### src/rtl/rgu_pkg.sv
package rgu_pkg;
  localparam int unsigned NMODE     = 3;
  localparam int unsigned MODE_STBY = 0;
  localparam int unsigned MODE_STOP = 1;
  localparam int unsigned MODE_SHDN = 2;
  localparam int unsigned CAUSE_OPT = NMODE;
  localparam int unsigned CAUSE_W   = NMODE + 1;

  typedef enum logic {
    SUP_LIVE = 1'b0,
    SUP_DARK = 1'b1
  } sup_state_e;
endpackage

### src/rtl/rgu_rst_sync.sv
module rgu_rst_sync (
  input  logic clk,
  input  logic rst_n,
  output logic rst_sync_n
);
  logic [1:0] sync_q;

  always_ff @(posedge clk or negedge rst_n) begin
    if (!rst_n) sync_q <= 2'b00;
    else        sync_q <= {sync_q[0], 1'b1};
  end

  assign rst_sync_n = sync_q[1];
endmodule

### src/rtl/rgu_stretch.sv
module rgu_stretch #(
  parameter int unsigned MIN_LEN = 16
) (
  input  logic clk,
  input  logic rst_n,
  input  logic trig_i,
  output logic active_o
);
  localparam int unsigned CNT_W = $clog2(MIN_LEN + 1);
  localparam logic [CNT_W-1:0] LOAD = CNT_W'(MIN_LEN);

  logic [CNT_W-1:0] cnt_q, cnt_d;
  logic             cnt_en;

  always_comb begin
    cnt_d  = cnt_q;
    cnt_en = 1'b0;
    if (trig_i) begin
      cnt_d  = LOAD;
      cnt_en = 1'b1;
    end else if (cnt_q != '0) begin
      cnt_d  = cnt_q - 1'b1;
      cnt_en = 1'b1;
    end
  end

  always_ff @(posedge clk or negedge rst_n) begin
    if (!rst_n)      cnt_q <= '0;
    else if (cnt_en) cnt_q <= cnt_d;
  end

  assign active_o = (cnt_q != '0);
endmodule

### src/rtl/rgu_mode_ctl.sv
module rgu_mode_ctl #(
  parameter int unsigned N = 3
) (
  input  logic         clk,
  input  logic         rst_n,
  input  logic [N-1:0] done_i,
  input  logic [N-1:0] keep_i,
  input  logic         block_i,
  output logic [N-1:0] grant_o,
  output logic [N-1:0] rst_req_o
);
  for (genvar m = 0; m < N; m++) begin : g_mode
    logic take;
    logic grant_d, grant_q;

    // A completed entry counts only while the system is out of reset
    assign take         = done_i[m] & ~block_i;
    assign rst_req_o[m] = take & ~keep_i[m];
    assign grant_d      = take & keep_i[m];

    always_ff @(posedge clk or negedge rst_n) begin
      if (!rst_n) grant_q <= 1'b0;
      else        grant_q <= grant_d;
    end

    assign grant_o[m] = grant_q;
  end
endmodule

### src/rtl/rgu_supply_trk.sv
module rgu_supply_trk
  import rgu_pkg::*;
(
  input  logic clk,
  input  logic rst_n,
  input  logic main_ok_i,
  input  logic batt_ok_i,
  output logic por_o
);
  sup_state_e state_q, state_d;
  logic       state_en;

  always_comb begin
    state_d  = state_q;
    state_en = 1'b0;
    por_o    = 1'b0;
    unique case (state_q)
      SUP_LIVE: begin
        if (!main_ok_i && !batt_ok_i) begin
          state_d  = SUP_DARK;
          state_en = 1'b1;
        end
      end
      SUP_DARK: begin
        if (main_ok_i || batt_ok_i) begin
          por_o    = 1'b1;
          state_d  = SUP_LIVE;
          state_en = 1'b1;
        end
      end
      default: begin
        state_d  = SUP_LIVE;
        state_en = 1'b1;
      end
    endcase
  end

  always_ff @(posedge clk or negedge rst_n) begin
    if (!rst_n)        state_q <= SUP_LIVE;
    else if (state_en) state_q <= state_d;
  end
endmodule

### src/rtl/rgu_cause_reg.sv
module rgu_cause_reg #(
  parameter int unsigned W = 4
) (
  input  logic         clk,
  input  logic         rst_n,
  input  logic [W-1:0] set_i,
  input  logic         clr_i,
  output logic [W-1:0] cause_o
);
  logic [W-1:0] cause_q, cause_d;
  logic         cause_en;

  always_comb begin
    cause_en = clr_i | (|set_i);
    cause_d  = (clr_i ? '0 : cause_q) | set_i;
  end

  always_ff @(posedge clk or negedge rst_n) begin
    if (!rst_n)        cause_q <= '0;
    else if (cause_en) cause_q <= cause_d;
  end

  assign cause_o = cause_q;
endmodule

### src/rtl/rgu_reset_unit.sv
module rgu_reset_unit
  import rgu_pkg::*;
#(
  parameter int unsigned MIN_LEN = 16
) (
  input  logic               clk,
  input  logic               rst_n,
  input  logic [NMODE-1:0]   mode_done_i,
  input  logic [NMODE-1:0]   mode_keep_i,
  input  logic               optload_go_i,
  input  logic               bkp_sw_rst_i,
  input  logic               main_pwr_ok_i,
  input  logic               batt_pwr_ok_i,
  input  logic               cause_clr_i,
  output logic               sys_rst_o,
  output logic               bkp_rst_o,
  output logic [NMODE-1:0]   mode_grant_o,
  output logic [CAUSE_W-1:0] cause_o
);
  logic               rst_sync_n;
  logic [NMODE-1:0]   mode_rst_req;
  logic               opt_prev_q;
  logic               opt_edge;
  logic               sys_trig;
  logic               bkp_trig;
  logic               por_trig;
  logic [CAUSE_W-1:0] cause_set;

  rgu_rst_sync u_rst_sync (
    .clk        (clk),
    .rst_n      (rst_n),
    .rst_sync_n (rst_sync_n)
  );

  rgu_mode_ctl #(.N(NMODE)) u_mode_ctl (
    .clk       (clk),
    .rst_n     (rst_sync_n),
    .done_i    (mode_done_i),
    .keep_i    (mode_keep_i),
    .block_i   (sys_rst_o),
    .grant_o   (mode_grant_o),
    .rst_req_o (mode_rst_req)
  );

  always_ff @(posedge clk or negedge rst_sync_n) begin
    if (!rst_sync_n) opt_prev_q <= 1'b0;
    else             opt_prev_q <= optload_go_i;
  end

  assign opt_edge  = optload_go_i & ~opt_prev_q;
  assign sys_trig  = (|mode_rst_req) | opt_edge;
  assign cause_set = {opt_edge, mode_rst_req};

  rgu_stretch #(.MIN_LEN(MIN_LEN)) u_sys_stretch (
    .clk      (clk),
    .rst_n    (rst_sync_n),
    .trig_i   (sys_trig),
    .active_o (sys_rst_o)
  );

  rgu_cause_reg #(.W(CAUSE_W)) u_cause (
    .clk     (clk),
    .rst_n   (rst_sync_n),
    .set_i   (cause_set),
    .clr_i   (cause_clr_i),
    .cause_o (cause_o)
  );

  rgu_supply_trk u_supply (
    .clk       (clk),
    .rst_n     (rst_sync_n),
    .main_ok_i (main_pwr_ok_i),
    .batt_ok_i (batt_pwr_ok_i),
    .por_o     (por_trig)
  );

  assign bkp_trig = bkp_sw_rst_i | por_trig;

  rgu_stretch #(.MIN_LEN(MIN_LEN)) u_bkp_stretch (
    .clk      (clk),
    .rst_n    (rst_sync_n),
    .trig_i   (bkp_trig),
    .active_o (bkp_rst_o)
  );
endmodule

### config.mk
export PLATFORM = sky130hd
export DESIGN_NAME = rgu_reset_unit
export DESIGN_NICKNAME = d
export VERILOG_FILES = /design/src/rtl/rgu_pkg.sv /design/src/rtl/rgu_rst_sync.sv /design/src/rtl/rgu_stretch.sv /design/src/rtl/rgu_mode_ctl.sv /design/src/rtl/rgu_supply_trk.sv /design/src/rtl/rgu_cause_reg.sv /design/src/rtl/rgu_reset_unit.sv
export SDC_FILE = /design/constraint.sdc
export NUM_CORES = 1
export LEC_CHECK = 0
export ABC_AREA = 1
export ABC_CLOCK_PERIOD_IN_PS = 1320
export BUFFER_PORTS_ARGS = -buffer_cell sky130_fd_sc_hd__buf_2
export CAP_MARGIN = 0
export CORE_ASPECT_RATIO = 0.7
export CORE_MARGIN = 10
export CORE_UTILIZATION = 48
export DETAILED_ROUTE_END_ITERATION = 6
export GPL_TIMING_DRIVEN = 1
export PLACE_DENSITY = 0.72
export SETUP_SLACK_MARGIN = 0.2
export SLEW_MARGIN = 20
export SYNTH_ARGS = -nofsm -noshare
export SYNTH_HDL_FRONTEND = slang
export SYNTH_SLANG_ARGS = --single-unit
### constraint.sdc
create_clock -name clk -period 1.32 [get_ports clk]
set_clock_uncertainty 0.15 [all_clocks]
set_input_delay 0.132 -clock clk [delete_from_list [all_inputs] [get_ports clk]]
set_output_delay 0.132 -clock clk [all_outputs]
set_load 0.01 [all_outputs]
==> results of run 1 <==
cell type report:
class                   instances  area, sq um
fillers                       109        334.1
multi-input cells              59        434.2
flip-flops and latches         21        525.5
clock buffers                   4        26.28
repair buffers                 55        439.2
inverters                      18        67.56
well taps                      22        27.53
how the worst max path moves through the flow:
stage	startpoint	to	slack, ns
after floorplan	u_bkp_stretch.cnt_q[1]	u_bkp_stretch.cnt_q[2]	-0.06
after global placement	u_sys_stretch.cnt_q[0]	u_sys_stretch.cnt_q[2]	-0.03
after detailed placement	u_bkp_stretch.cnt_q[1]	u_bkp_stretch.cnt_q[2]	-0.07
after CTS	u_sys_stretch.cnt_q[0]	sys_rst_o	-0.17
after global routing	u_sys_stretch.cnt_q[1]	u_sys_stretch.cnt_q[3]	-0.32
final	u_sys_stretch.cnt_q[0]	u_sys_stretch.cnt_q[3]	-0.22
cell usage in the layout (no fill, tap or decap), types with 2 or more instances in the layout:
master         count
o22ai_2            3
nand2_2            5
xor2_1             4
nand4_1            3
buf_2             15
nor2_1             8
nand3_1            2
or2_4              2
dfrtp_1           21
inv_1             12
nor2_4             2
o21ai_1            3
nand2_1            8
ha_4               2
buf_6             11
clkbuf_4           3
dlygate4sd3_1      9
buf_4             20
inv_2              6
nor2_2             8
cells in the mapped netlist, drive strengths merged:
master	count	area (sq um)
ha	3	37.54
o21ai	3	15.01
nand3	4	25.02
nor2	18	77.58
nand2	13	51.30
a21oi	1	5.000
conb	1	3.750
nor3	1	5.000
xor2	4	35.03
o22ai	4	25.02
buf	3	22.52
nand4	3	18.77
dfrtp	21	525.5
or2	2	12.51
a211oi	1	7.510
inv	18	67.56
nand3b	1	7.510
cell families (layout without fill, tap and decap cells):
family / after synthesis / after routing
compound gates: 9 / 9
fa+ha+maj: 3 / 3
simple gates: 42 / 42
xor+xnor: 4 / 4
other cells: 1 / 1
buf+inv: 21 / 77
flops: 21 / 21
registers in the layout (all words and copies together), names as in the netlist:
name	count
opt_prev_q	1
u_bkp_stretch.cnt_q	5
u_cause.cause_o	4
u_mode_ctl.g_mode.grant_q	3
u_rst_sync.sync_q	2
u_supply.state_q	1
u_sys_stretch.cnt_q	5
power by group through the flow:
stage          clock network (mW)  logic [mW]  registers, mW
6_report                    0.313        1.73          0.963
5_1_grt                     0.352        1.90          0.975
4_1_cts                     0.311        1.43          0.940
3_5_place_dp                    0        1.10          0.952
3_3_place_gp                    0        1.05          0.945
2_1_floorplan                   0       0.752          0.948
metal layers:
| layer | vias to the layer above | part of all wire, % |
|---|---|---|
| met2 | 33 | 51 |
| met3 | 12 | 7.1 |
| met1 | 412 | 39 |
| met4 | 0 | 2.8 |
| met5 | - | 0 |
| li1 | 425 | - |
per-stage QoR:
step	hold WS, ns	TNS (ns)	total power, mW
2_1_floorplan	-0.3136	-0.08142	1.701
3_3_place_gp	-0.2328	-0.1262	1.996
3_5_place_dp	-0.2296	-0.2899	2.051
4_1_cts	-0.04741	-1.187	2.677
5_1_grt	-0.05063	-3.125	3.223
6_report	-0.05356	-2.070	3.007
critical path: stages, from the launching register on:
cell,delay (ns)
dfrtp_1,0.41
inv_2,0.09
ha_4,0.16
buf_6,0.10
nand4_1,0.14
nor2_2,0.17
nor2_2,0.06
nand2_2,0.11
nor2_1,0.06
what timing repair did:
action / CTS / global route
gates resized for setup: 14 / 19
hold endpoints to repair: 16 / 3
pin swaps: 5 / 7
buffers inserted: 9 / 7
endpoints found under the setup margin: 21 / 26
==> flow_metrics.env, run 1 <==
export IMPL_min_to="u_bkp_stretch.cnt_q[3]"
export IMPL_fin_ws_ns=-0.2233
export IMPL_die_area_sq_mm=0.004163
export IMPL_cp_max_fo=4
export IMPL_status="finished with violations"
export IMPL_synth_xor_area_share_pct=3.718
export IMPL_clkLatencyLatePin_ns=0.31
export IMPL_hp_class="input port to flip-flop"
export IMPL_critical_path_class="flip-flop to flip-flop"
export IMPL_dr_pass1_iters=4
export IMPL_ys_seq_area_share_pct=55.78
export IMPL_numCtsBuffers=3
export IMPL_post_route_util_pct=81.98
export IMPL_finalCriticalPeriod_ns=1.543
export IMPL_reg2regPathDepth=8
export IMPL_via_per_inst=4.927
export IMPL_cts_reportedPaths_clkPinSlew_ns=0.11
export IMPL_busiest_layer="met2"
export IMPL_hold_viol_final=3
export IMPL_min_delay_path_depth=3
export IMPL_post_route_period_util_pct=116.9
export IMPL_cts_tree="yes"
export IMPL_grt_util_met3_pct=5.699
export IMPL_io_pins=22
export IMPL_required_ns=1.38
export IMPL_gp_congestion=0.7685
export IMPL_violations="hold timing, setup timing"
export IMPL_fin_area_sq_mm=0.001520
export IMPL_synth_fa_ha_area_share_pct=3.984
export IMPL_grt_use_total_pct=12.11
export IMPL_antenna_cells=0
export IMPL_htreeDepth=1
export IMPL_syn2layout_area_growth_pct=61.35
export IMPL_dpl_worst_slack_ns=-0.07460
export IMPL_synth_top_family_by_area="simple AND/OR/NAND/NOR gates"
export IMPL_hold_buffers=9
export IMPL_rsz0062_at_grt="true"
export IMPL_netlist_area_sq_um=942.2
export IMPL_dpl_cell_count=150
export IMPL_grt_util_met1_pct=13.10
export IMPL_endpoint_kind="flip-flop"
export IMPL_slew_violations=0
export IMPL_p_int_mw=1.840
export IMPL_ir_worst_vdd_v=0.001138
export IMPL_drive_gt1_share_pct=52.23
export IMPL_use_met2_pct=20.74
export IMPL_swShare_pct=38.79
export IMPL_setup_violations=13
export IMPL_grt_pass1_wl_mm=4.050
export IMPL_antenna_found_initial=0
export IMPL_first_global_vias=901
export IMPL_drt_iter0_drc=44
export IMPL_synth_cell_types=23
export IMPL_ant_nets=0
export IMPL_coreArea_sq_mm=0.001854
export IMPL_io_buffers=21
export IMPL_cts_sinks=21
export IMPL_p_leak_nw=0.7666
export IMPL_synth_seq_cells=21
export IMPL_p_sw_mw=1.166
export IMPL_wl_mm=2.678
export IMPL_synth_simple_area_share_pct=20.98
export IMPL_arrival_ns=1.60
export IMPL_die_y_um=57.07
export IMPL_place_area_sq_mm=0.001150
export IMPL_syn_avg_cell_area_sq_um=9.328
export IMPL_wl_per_cell_um=14.96
export IMPL_cap_violations=0
export IMPL_synth_nets=117
export IMPL_rows=13
export IMPL_fin_cells=179
export IMPL_ys_warn_count=0
export IMPL_reg2reg_from="u_sys_stretch.cnt_q[0]"
export IMPL_hpwl_mm=1.573
export IMPL_clockPowerShare_pct=10.4
export IMPL_start_kind="flip-flop"
export IMPL_grt_max_degree=18
export IMPL_initial_utilization_pct=50.81
export IMPL_synth_compound_area_share_pct=5.578
export IMPL_fmax_ghz=0.6479
export IMPL_seq_power_share_pct=32.0
export IMPL_vias=882
export IMPL_synth_mux_area_fraction_pct=0
export IMPL_nets=174
export IMPL_grt_ovfl_total=0
export IMPL_r2r_slack_ns=-0.22
export IMPL_drc_errors=0
export IMPL_power_density_mw_per_mm2=1978
export IMPL_clk_path_buf_depth=2
export IMPL_syn_inst=101
export IMPL_hold_ws_ns=-0.05356
export IMPL_r2r_end="u_sys_stretch.cnt_q[3]"
export IMPL_die_x_um=72.96
export IMPL_hp_start="bkp_sw_rst_i"
export IMPL_combPwrFrac_pct=57.6
export IMPL_cts_root_buf="clkbuf_4"
(Power assumes the default switching activity.)
==> inputs of run 2 (changes only) <==
==> constraint.sdc (replaced) <==
create_clock -name clk -period 1.32 [get_ports clk]
set_clock_uncertainty 0.15 [all_clocks]
set_input_delay 0.33 -clock clk [delete_from_list [all_inputs] [get_ports clk]]
set_output_delay 0.33 -clock clk [all_outputs]
set_load 0.01 [all_outputs]
==> flow_metrics.env, run 2 (same netlist as run 1, synthesis figures left out) <==
export IMPL_total_power_mw=2.766
export IMPL_first_global_vias=861
export IMPL_hold_viol_final=0
export IMPL_numCtsBuffers=3
export IMPL_finalCriticalPeriod_ns=1.668
export IMPL_dpl_worst_slack_ns=-0.1610
export IMPL_met2_wirelength_mm=1.093
export IMPL_drt_met1_wl_um=937
export IMPL_hp_class="flip-flop to asynchronous set/reset pin"
export IMPL_setup_violations=15
export IMPL_cts_tree="yes"
export IMPL_rows=13
export IMPL_io_buffers=21
export IMPL_reg2regPathDepth=8
export IMPL_rsz0062_at_grt="true"
export IMPL_post_route_period_util_pct=126.4
export IMPL_antenna_cells=0
export IMPL_antenna_found_initial=0
export IMPL_clkLatencyLatePin_ns=0.30
export IMPL_via_per_inst=4.754
export IMPL_syn2layout_area_growth_pct=49.40
export IMPL_layout_common_cells="dfrtp_1 (21), buf_4 (17), buf_2 (16)"
export IMPL_die_x_um=72.96
export IMPL_final_common_cell="dfrtp_1"
export IMPL_nets=162
export IMPL_max_stage_delay_ns=0.41
export IMPL_dr_pass1_iters=4
export IMPL_cts_sinks=21
export IMPL_slew_violations=0
export IMPL_wl_met3_um=144
export IMPL_tns_ns=-1.866
export IMPL_cp_max_fo=2
export IMPL_cts_reportedPaths_clkPinSlew_ns=0.11
export IMPL_hpwl_mm=1.485
export IMPL_wl_mm=2.182
export IMPL_cap_violations=0
export IMPL_required_ns=0.84
export IMPL_grt_use_total_pct=11.39
export IMPL_grt_pass1_wl_mm=3.891
export IMPL_critical_path_class="flip-flop to output pin"
export IMPL_drc_errors=0
export IMPL_status="finished with violations"
export IMPL_fin_ws_ns=-0.3481
export IMPL_cpMaxStageDelayCell="dfrtp_1"
export IMPL_drive_gt1_share_pct=51.03
export IMPL_arrival_ns=1.19
export IMPL_initial_utilization_pct=50.81
export IMPL_p_leak_nw=0.7156
export IMPL_cts_root_buf="clkbuf_4"
export IMPL_grt_ovfl_total=0
export IMPL_htreeDepth=1
export IMPL_ir_worst_vdd_v=0.001151
export IMPL_start_kind="flip-flop"
export IMPL_violations="setup timing"
export IMPL_ant_nets=0
export IMPL_grt_max_degree=19
export IMPL_crit_chain="inv_2, ha_4, nand3b_1, buf_2"
export IMPL_gp_congestion=0.7229
export IMPL_vias=794
export IMPL_power_density_mw_per_mm2=1965
export IMPL_fmax_ghz=0.5995
export IMPL_die_area_sq_mm=0.004163
export IMPL_fin_cells=167
export IMPL_drt_iter0_drc=24
export IMPL_clk_path_buf_depth=2
export IMPL_die_y_um=57.07
export IMPL_top_layer="met4"
export IMPL_io_pins=22
export IMPL_coreArea_sq_mm=0.001854
export IMPL_wl_per_cell_um=13.07
export IMPL_dpl_cell_count=151
export IMPL_endpoint_kind="output pin"
run 2: changes by cell type in the layout (fill, tap and decap cells not counted), moves of 3 or more:
cell	delta
nand2_2	-4
dlygate4sd3_1	-6
buf_6	-4
buf_4	-3
nand2_1	+3
run 2: final timing paths:
kind / endpoint / slack [ns] / startpoint
setup / recovery: bkp_rst_o / -0.35 / u_bkp_stretch.cnt_q[1]
hold / removal: u_mode_ctl.g_mode[2].grant_q / 0.09 / u_rst_sync.sync_q[1]
setup reg to reg: u_sys_stretch.cnt_q[3] / -0.17 / u_sys_stretch.cnt_q[0]
hold reg to reg: u_mode_ctl.g_mode[2].grant_q / 0.09 / u_rst_sync.sync_q[1]
max in group asynchronous: u_supply.state_q / 0.47 / u_rst_sync.sync_q[1]
min in group clk: u_cause.cause_o[0] / 0.09 / mode_keep_i[0]
run 2: what timing repair did:
item                                    4_1_cts  5_1_grt
endpoints found under the setup margin       25       25
pin swaps                                    10        7
buffers inserted                              6        3
hold endpoints to repair                      4        0
hold buffers                                  3        0
gates resized for setup                      13       12
run 2: layout make-up:
type,count,area (sq um)
clock buffer,3,22.52
clock inverter,1,5.005
timing repair buffer,43,316.6
fill,136,446.7
inverter,18,67.56
multi-input combinational,59,442.9
tap,22,27.53
sequential,21,525.5
run 2: stage by stage:
step	util [%]	instance area [sq um]	hold slack [ns]
3_5_place_dp	63.23	1172	-0.1339
6_report	75.91	1408	0.08813
4_1_cts	71.93	1334	0.07095
5_1_grt	75.91	1408	0.07565
2_1_floorplan	-	987.2	-0.1156
3_3_place_gp	63.23	1172	-0.1391
run 2: power by group:
group / internal (mW) / switching, mW / leakage, nW
clock network: 0.113 / 0.183 / 0.0177
logic: 0.772 / 0.741 / 0.432
registers: 0.823 / 0.134 / 0.266
total: 1.71 / 1.06 / 0.716
run 2: worst max-delay path: cells and delay by family, from the launching register on:
kind                       cells  cell delay, ns
DFF                            1            0.41
buffers and inverters          2            0.24
adders and majority gates      1            0.13
and+or+nand+nor                1            0.10
run 2: routing by layer:
| layer | vias up | GRT usage (%) |
|---|---|---|
| met2 | 19 | 19.38 |
| li1 | 403 | - |
| met1 | 370 | 13.37 |
| met3 | 2 | 5.009 |
| met4 | 0 | 1.081 |
| met5 | - | 0 |
==> inputs of run 3 (changes only) <==
==> constraint.sdc (replaced) <==
create_clock -name clk -period 1.32 [get_ports clk]
set_clock_uncertainty 0.15 [all_clocks]
set_input_delay 0.33 -clock clk [delete_from_list [all_inputs] [get_ports clk]]
set_output_delay 0.33 -clock clk [all_outputs]
set_load 0.02 [all_outputs]
==> flow_metrics.env, run 3 (same netlist as run 1, synthesis figures left out) <==
export IMPL_layout_common_cells="dfrtp_1 (21), buf_4 (19), buf_6 (14)"
export IMPL_hold_viol_final=6
export IMPL_first_global_vias=852
export IMPL_htreeDepth=1
export IMPL_io_pins=22
export IMPL_hold_ws_ns=-0.008951
export IMPL_antenna_cells=0
export IMPL_wl_per_cell_um=13.27
export IMPL_reg2regPathDepth=9
export IMPL_r2r_slack_ns=-0.26
export IMPL_arrival_ns=1.18
export IMPL_ir_worst_vdd_v=0.001419
export IMPL_coreArea_sq_mm=0.001854
export IMPL_hp_class="flip-flop to asynchronous set/reset pin"
export IMPL_finalCriticalPeriod_ns=1.657
export IMPL_grt_use_total_pct=11.02
export IMPL_grt_pass1_wl_mm=3.636
export IMPL_antenna_found_initial=0
export IMPL_clkLatencyLatePin_ns=0.30
export IMPL_p_leak_nw=0.7443
export IMPL_syn2layout_area_growth_pct=57.64
export IMPL_critical_path_class="flip-flop to output pin"
export IMPL_post_route_period_util_pct=125.6
export IMPL_dr_pass1_iters=4
export IMPL_drive_gt1_share_pct=51.33
export IMPL_rsz0062_at_grt="true"
export IMPL_wl_mm=2.283
export IMPL_cp_max_fo=2
export IMPL_fmax_ghz=0.6034
export IMPL_nets=167
export IMPL_rows=13
export IMPL_die_x_um=72.96
export IMPL_required_ns=0.84
export IMPL_final_common_cell="dfrtp_1"
export IMPL_tns_ns=-2.971
export IMPL_cts_reportedPaths_clkPinSlew_ns=0.11
export IMPL_cts_root_buf="clkbuf_4"
export IMPL_drc_errors=0
export IMPL_reg2reg_from="u_sys_stretch.cnt_q[1]"
export IMPL_initial_utilization_pct=50.81
export IMPL_setup_violations=19
export IMPL_place_area_sq_mm=0.001212
export IMPL_cts_tree="yes"
export IMPL_cts_sinks=21
export IMPL_cap_violations=0
export IMPL_seq_area_sq_um=525.5
export IMPL_numCtsBuffers=3
export IMPL_fin_area_sq_mm=0.001485
export IMPL_slew_violations=0
export IMPL_gp_congestion=0.7537
export IMPL_io_buffers=21
export IMPL_multi_input_area_sq_um=437.9
export IMPL_grt_max_degree=14
export IMPL_clk_path_buf_depth=2
export IMPL_ant_nets=0
export IMPL_power_density_mw_per_mm2=1989
export IMPL_r2r_end="u_sys_stretch.cnt_q[2]"
export IMPL_endpoint_kind="output pin"
export IMPL_dpl_worst_slack_ns=-0.1939
export IMPL_vias=831
export IMPL_die_y_um=57.07
export IMPL_drt_iter0_drc=18
export IMPL_violations="hold timing, setup timing"
export IMPL_die_area_sq_mm=0.004163
export IMPL_fin_ws_ns=-0.3373
export IMPL_start_kind="flip-flop"
export IMPL_via_per_inst=4.831
export IMPL_grt_ovfl_total=0
export IMPL_nFillCells=116
export IMPL_status="finished with violations"
export IMPL_hpwl_mm=1.695
-- run 3: cell type report --
type | count | share of cell area (%)
Clock buffer | 4 | 1.769
Tap cell | 22 | 1.853
Sequential cell | 21 | 35.38
Inverter | 18 | 4.549
Timing Repair Buffer | 48 | 26.96
Multi-Input combinational cell | 59 | 29.49
-- run 3: metrics by stage --
step                      hold slack (ns)  utilization (%)  std cells  power (mW)
after floorplan                   -0.1156                -        101       1.811
after global placement           -0.03310            65.38        153       2.150
after detailed placement         -0.02994            65.38        153       2.231
after CTS                       0.0008501            76.92        169       2.837
after global routing              0.01704            80.09        172       3.186
final                           -0.008951            80.09        172       2.953
-- run 3: how the worst max path moves through the flow --
stage                      startpoint                endpoint  depth (start not counted)
2_1_floorplan  u_bkp_stretch.cnt_q[0]  u_bkp_stretch.cnt_q[2]                          7
3_3_place_gp            main_pwr_ok_i  u_bkp_stretch.cnt_q[1]                          5
3_5_place_dp            main_pwr_ok_i  u_bkp_stretch.cnt_q[1]                          5
4_1_cts        u_bkp_stretch.cnt_q[1]               bkp_rst_o                          4
5_1_grt        u_bkp_stretch.cnt_q[3]               bkp_rst_o                          3
6_report       u_bkp_stretch.cnt_q[1]               bkp_rst_o                          4
-- run 3: layer usage --
| layer | vias up | part of all wire (%) | routed length, um | global-route usage [%] |
|---|---|---|---|---|
| met1 | 394 | 40 | 907 | 11.70 |
| met5 | - | 0 | 0 | 0 |
| met3 | 5 | 6.9 | 158 | 6.045 |
| met2 | 19 | 52 | 1193 | 18.40 |
| li1 | 413 | - | - | - |
| met4 | 0 | 1.0 | 23 | 3.243 |
-- run 3: repair_timing --
| item | CTS | global route |
|---|---|---|
| buffers inserted | 10 | 3 |
| pin swaps | 6 | 8 |
| resized for setup | 27 | 10 |
| setup endpoints to repair | 25 | 25 |
| hold buffers | 2 | 0 |
| hold endpoints to repair | 3 | 0 |
-- run 3: worst max-delay path, cell delays in order, from the launching register on --
cell and delay (ns):
dfrtp_1 0.41, inv_2 0.08, ha_4 0.12, nand3b_1 0.10, buf_6 0.15
-- run 3: report_power, final --
group          leakage (nW)  total, mW  switching, mW  internal, mW
Clock                0.0150      0.308          0.190         0.118
Sequential            0.266      0.956          0.133         0.823
Combinational         0.463       1.69          0.786         0.904
Total                 0.744       2.95           1.11          1.85
